$ cat config.mk
export PLATFORM = sky130hd
export DESIGN_NAME = twoplane_pair_check
export DESIGN_NICKNAME = d
export VERILOG_FILES = /design/src/rtl/tpv_pkg.sv /design/src/rtl/tpv_rule_check.sv /design/src/rtl/tpv_slot_sort.sv /design/src/rtl/twoplane_pair_check.sv
export SDC_FILE = /design/constraint.sdc
export NUM_CORES = 1
export LEC_CHECK = 0
export BUFFER_PORTS_ARGS = -buffer_cell sky130_fd_sc_hd__buf_2
export CAP_MARGIN = 20
export CORE_UTILIZATION = 50
export DETAILED_ROUTE_END_ITERATION = 8
export PLACE_DENSITY = 0.8
export SYNTH_ARGS = -nofsm -noshare
export SYNTH_HDL_FRONTEND = slang
export SYNTH_HIERARCHICAL = 1
export SYNTH_SLANG_ARGS = --single-unit
$ cat constraint.sdc
create_clock -name clk -period 4.6 [get_ports clk]
set_input_delay 0.46 -clock clk [delete_from_list [all_inputs] [get_ports clk]]
set_output_delay 0.46 -clock clk [all_outputs]
set_load 0.02 [all_outputs]
$ cat src/rtl/tpv_pkg.sv
package tpv_pkg;

    typedef enum logic [1:0] {
        OP_READ  = 2'd0,
        OP_PROG  = 2'd1,
        OP_ERASE = 2'd2,
        OP_RSVD  = 2'd3
    } op_e;

    typedef enum logic [1:0] {
        ERR_NONE      = 2'd0,
        ERR_SAME_PLN  = 2'd1,
        ERR_PAGE_MISM = 2'd2,
        ERR_BAD_OP    = 2'd3
    } err_e;

    function automatic logic op_uses_page(op_e op);
        return (op == OP_READ) || (op == OP_PROG);
    endfunction

    // Undefined opcode ranks first, then plane conflict, then page conflict.
    function automatic err_e rank_error(logic bad_op, logic same_pln, logic page_diff);
        if (bad_op)
            return ERR_BAD_OP;
        else if (same_pln)
            return ERR_SAME_PLN;
        else if (page_diff)
            return ERR_PAGE_MISM;
        return ERR_NONE;
    endfunction

endpackage

$ cat src/rtl/tpv_rule_check.sv
module tpv_rule_check
    import tpv_pkg::*;
#(
    parameter int BLK_W = 11,
    parameter int PG_W  = 6
) (
    input  op_e              op,
    input  logic [BLK_W-1:0] blk_a,
    input  logic [PG_W-1:0]  pg_a,
    input  logic [BLK_W-1:0] blk_b,
    input  logic [PG_W-1:0]  pg_b,
    output err_e             err,
    output logic [1:0]       plane_map
);

    logic pln_a;
    logic pln_b;
    logic same_pln;
    logic page_diff;

    always_comb begin
        pln_a     = blk_a[0];
        pln_b     = blk_b[0];
        plane_map = {pln_b, pln_a};
        same_pln  = ~(pln_a ^ pln_b);
        page_diff = op_uses_page(op) && (pg_a != pg_b);
        err       = rank_error(op == OP_RSVD, same_pln, page_diff);
    end

endmodule

$ cat src/rtl/tpv_slot_sort.sv
module tpv_slot_sort
    import tpv_pkg::*;
#(
    parameter int BLK_W = 11,
    parameter int PG_W  = 6
) (
    input  logic             keep,
    input  logic             use_page,
    input  logic [BLK_W-1:0] blk_a,
    input  logic [PG_W-1:0]  pg_a,
    input  logic [BLK_W-1:0] blk_b,
    input  logic [PG_W-1:0]  pg_b,
    output logic [BLK_W-1:0] blk_out [2],
    output logic [PG_W-1:0]  pg_out  [2]
);

    localparam int N_SLOT = 2;

    logic a_odd;
    assign a_odd = blk_a[0];

    for (genvar s = 0; s < N_SLOT; s++) begin : g_slot
        // Slot s takes the input whose plane equals s.
        logic take_b;
        assign take_b = (s == 0) ? a_odd : ~a_odd;

        always_comb begin
            blk_out[s] = '0;
            pg_out[s]  = '0;
            if (keep) begin
                blk_out[s] = take_b ? blk_b : blk_a;
                if (use_page)
                    pg_out[s] = take_b ? pg_b : pg_a;
            end
        end
    end

endmodule

$ cat src/rtl/twoplane_pair_check.sv
module twoplane_pair_check
    import tpv_pkg::*;
#(
    parameter int BLK_W = 11,
    parameter int PG_W  = 6
) (
    input  logic             clk,
    input  logic             rst,
    input  logic             req_valid,
    output logic             req_ready,
    input  logic [1:0]       req_op,
    input  logic [BLK_W-1:0] req_blk_a,
    input  logic [PG_W-1:0]  req_pg_a,
    input  logic [BLK_W-1:0] req_blk_b,
    input  logic [PG_W-1:0]  req_pg_b,
    output logic             rsp_valid,
    output logic             rsp_go,
    output logic [1:0]       rsp_err,
    output logic [1:0]       rsp_plane_map,
    output logic [BLK_W-1:0] rsp_blk0,
    output logic [PG_W-1:0]  rsp_pg0,
    output logic [BLK_W-1:0] rsp_blk1,
    output logic [PG_W-1:0]  rsp_pg1
);

    op_e              op;
    err_e             err_c;
    logic [1:0]       map_c;
    logic             fire;
    logic             pass_c;
    logic [BLK_W-1:0] blk_c [2];
    logic [PG_W-1:0]  pg_c  [2];

    assign op        = op_e'(req_op);
    assign req_ready = ~rst;
    assign fire      = req_valid & req_ready;
    assign pass_c    = (err_c == ERR_NONE);

    tpv_rule_check #(.BLK_W(BLK_W), .PG_W(PG_W)) rule_i (
        .op        (op),
        .blk_a     (req_blk_a),
        .pg_a      (req_pg_a),
        .blk_b     (req_blk_b),
        .pg_b      (req_pg_b),
        .err       (err_c),
        .plane_map (map_c)
    );

    tpv_slot_sort #(.BLK_W(BLK_W), .PG_W(PG_W)) sort_i (
        .keep     (pass_c),
        .use_page (op_uses_page(op)),
        .blk_a    (req_blk_a),
        .pg_a     (req_pg_a),
        .blk_b    (req_blk_b),
        .pg_b     (req_pg_b),
        .blk_out  (blk_c),
        .pg_out   (pg_c)
    );

    always_ff @(posedge clk) begin
        if (rst) begin
            rsp_valid     <= 1'b0;
            rsp_go        <= 1'b0;
            rsp_err       <= ERR_NONE;
            rsp_plane_map <= '0;
            rsp_blk0      <= '0;
            rsp_pg0       <= '0;
            rsp_blk1      <= '0;
            rsp_pg1       <= '0;
        end else begin
            rsp_valid <= fire;
            rsp_go    <= fire & pass_c;
            if (fire) begin
                rsp_err       <= err_c;
                rsp_plane_map <= map_c;
                rsp_blk0      <= blk_c[0];
                rsp_pg0       <= pg_c[0];
                rsp_blk1      <= blk_c[1];
                rsp_pg1       <= pg_c[1];
            end
        end
    end

endmodule

==> impl_metrics.py <==
metrics = {
    "clock_tree": {
        "cts_setup_buffers": 0,
        "cts_sinks": 40,
        "clk_pin_slew_worst_paths_ns": 0.08,
        "clk_path_buf_depth": 2,
        "clk_latency_ns": 0.29,
        "cts-root-buf": "clkbuf_8",
        "cts_max_level": 2,
        "cts.hold.buffers_added": 0,
        "numCtsBuffers": 5,
        "cts_resized": 0,
        "cts_tree": "built",
    },
    "setup_path": {
        "critPathMaxFanout": 36,
        "worstPathRequired_ns": 4.76,
        "path_class": "in -> reg",
        "arrival_ns": 2.52,
        "ff2ff_setup_slack_ns": 3.92,
        "cp-end-kind": "register",
        "critPathLaunchType": "primary input",
    },
    "place": {
        "placed_cell_area_um2": 2416,
        "numPortBuffers": 79,
        "gp_congestion": 0.7561,
        "dp_cells": 330,
        "hpwl_um": 2984,
        "dpl_worst_slack_ns": 1.274,
    },
    "route": {
        "wl_um": 4283,
        "firstDrtPassIters": 4,
        "vias": 1676,
        "wl_met1_um": 1920,
        "dr.max_layer_used": "met4",
        "route.met2.wl_um": 2121,
        "drt_iter0_markers": 127,
        "ant_nets": 0,
        "wl_met3_um": 228,
        "via_per_inst": 4.944,
        "wire_per_inst_um": 12.63,
        "drcViolationCount": 0,
    },
    "sta": {
        "worst_slack_ns": 2.241,
        "finalHoldViolCount": 0,
        "post-route-min-period_ns": 2.359,
        "finalSetupViolCount": 0,
        "maxSlewViolCount": 0,
        "rsz0062_at_grt": "false",
        "post-route-period-util": 0.5128,
        "max_slew_margin": 0.2702,
        "setup_tns_ns": 0,
        "worstMarginPinSlew_ns": 1.095,
        "clock_skew_ns": 0,
        "max_freq_mhz": 423.9,
    },
    "synth": {
        "synthTopCellsByArea": "dfxtp_1 (38%), mux2i_1 (33%), nor2_1 (9.0%), nor2b_1 (5.9%), buf_12 (3.8%)",
        "async_reset_ff_frac": 0,
        "syn-mean-instance-area_um2": 9.757,
        "syn_inst": 218,
        "synth.ff_latch_count": 40,
        "synth.most_common_cell": "mux2i_1",
        "synth_edf_count": 0,
        "synth_top_area_cell": "dfxtp_1",
        "yosys_warnings": 6,
        "ys_seq_area_frac": 0.3765,
        "synth_flop_cell": "dfxtp_1",
        "ys_top_cells_by_count": "mux2i_1 (71), nor2_1 (51), dfxtp_1 (40)",
        "synth_cell_type_count": 20,
        "synthesis.nets": 257,
        "syn_area_um2": 2127,
        "synth_top_area_frac": 0.3765,
    },
    "die": {
        "coreArea_um2": 4029,
        "dieArea_um2": 4519,
        "start_util": 0.5280,
        "die_w_um": 67.23,
        "io_pins": 80,
        "die_h_um": 67.23,
        "rows": 23,
    },
    "run": {
        "maxCapViolCount": 0,
    },
    "cells_and_area": {
        "antenna_cells": 0,
        "postLayoutCellArea_um2": 2514,
        "finalNetCount": 327,
        "final_cells": 339,
        "drive_gt1_frac": 0.3010,
        "utilization": 0.6239,
        "syn_to_final_growth_pct": 18.18,
        "fill_cells": 360,
    },
    "global_routing": {
        "antenna_found_initial": 0,
        "grt_pass1_wl_um": 6617,
        "track_usage": 0.1957,
        "grt_max_degree": 41,
        "grt_pass1_vias": 1501,
        "grt-ovfl-total": 0,
    },
    "worst_hold_path": {
        "worstHoldPathType": "in -> reg",
    },
    "power": {
        "irDropWorstVdd_mv": 0.1287,
        "leakage_nw": 1.352,
        "power.density_nw_per_um2": 294.3,
    },
    "status": {
        "status": "finished, final reports clean",
    },
}
-- path summary, 6_finish.rpt --
path | depth (start not counted) | start | end
hold reg to reg | 2 | rsp_blk0[5]$_SDFFE_PP0P_ | rsp_blk0[5]$_SDFFE_PP0P_
setup / recovery | 11 | req_blk_a[0] | rsp_pg1[3]$_SDFFE_PP0P_
setup reg to reg | 2 | rsp_err[1]$_SDFFE_PP0P_ | rsp_err[1]$_SDFFE_PP0P_
hold / removal | 3 | req_blk_b[0] | rsp_plane_map[1]$_SDFFE_PP0P_
-- worst max-delay path, cell delays in order --
cell	delay [ns]
buf_2	0.07
buf_4	0.45
xor2_1	0.24
mux2i_1	0.11
a41oi_1	0.21
nor2_1	0.10
buf_4	0.20
nand2_1	0.33
nor2_1	0.10
mux2i_1	0.17
nor2_1	0.06
-- stage by stage --
step,total power (W),hold WS (ns)
floorplan,0.0004729,0.5833
global placement,0.0005039,0.4674
detailed placement,0.0005062,0.4798
CTS,0.0007486,0.4740
global route,0.0007750,0.5129
finish,0.0007398,0.4804
-- report_power, final --
group / total, W / switching (W) / internal (W)
Sequential: 0.000362 / 0.00000535 / 0.000357
Clock: 0.000241 / 0.000118 / 0.000122
Combinational: 0.000137 / 0.0000757 / 0.0000611
-- sequential cells by signal, indices dropped and copies added (netlist names) --
signal         flops
rsp_blk0          11
rsp_blk1          11
rsp_err            2
rsp_go             1
rsp_pg0            6
rsp_pg1            6
rsp_plane_map      2
rsp_valid          1
-- kinds of logic after synthesis --
family,count (synthesis),share of synthesized area
AOI/OAI and AO/OA,2,0.007649
DFF,40,0.3765
muxes,71,0.3341
and+or+nand+nor,78,0.1665
buffers and inverters,20,0.08647
xor gates and xnor gates,7,0.02882
-- area by class of cell --
cell class / instances / area, um^2 / share of cell area
Multi-Input combinational cell: 158 / 1142 / 0.4545
Sequential cell: 40 / 800.8 / 0.3186
Timing Repair Buffer: 81 / 410.4 / 0.1633
Inverter: 2 / 7.507 / 0.002987
Clock buffer: 8 / 90.09 / 0.03584
Tap cell: 50 / 62.56 / 0.02489
-- placed cells by master, fill, tap and decap left out, types with 2 or more instances in the layout --
cell and n:
buf_2 79, inv_1 2, dfxtp_1 40, xnor2_1 2
mux2i_1 71, clkbuf_8 6, nor2b_1 20, nor2_1 51
xor2_1 5, nand2_1 3, buf_4 2, clkbuf_1 2
-- layer usage --
layer  GRT usage  vias up
li1            -      859
met1      0.2384      771
met2      0.3225       43
met3     0.05912        3
met4     0.07181        0
met5           0        -
Note: power is estimated with default switching activity, not from simulation.
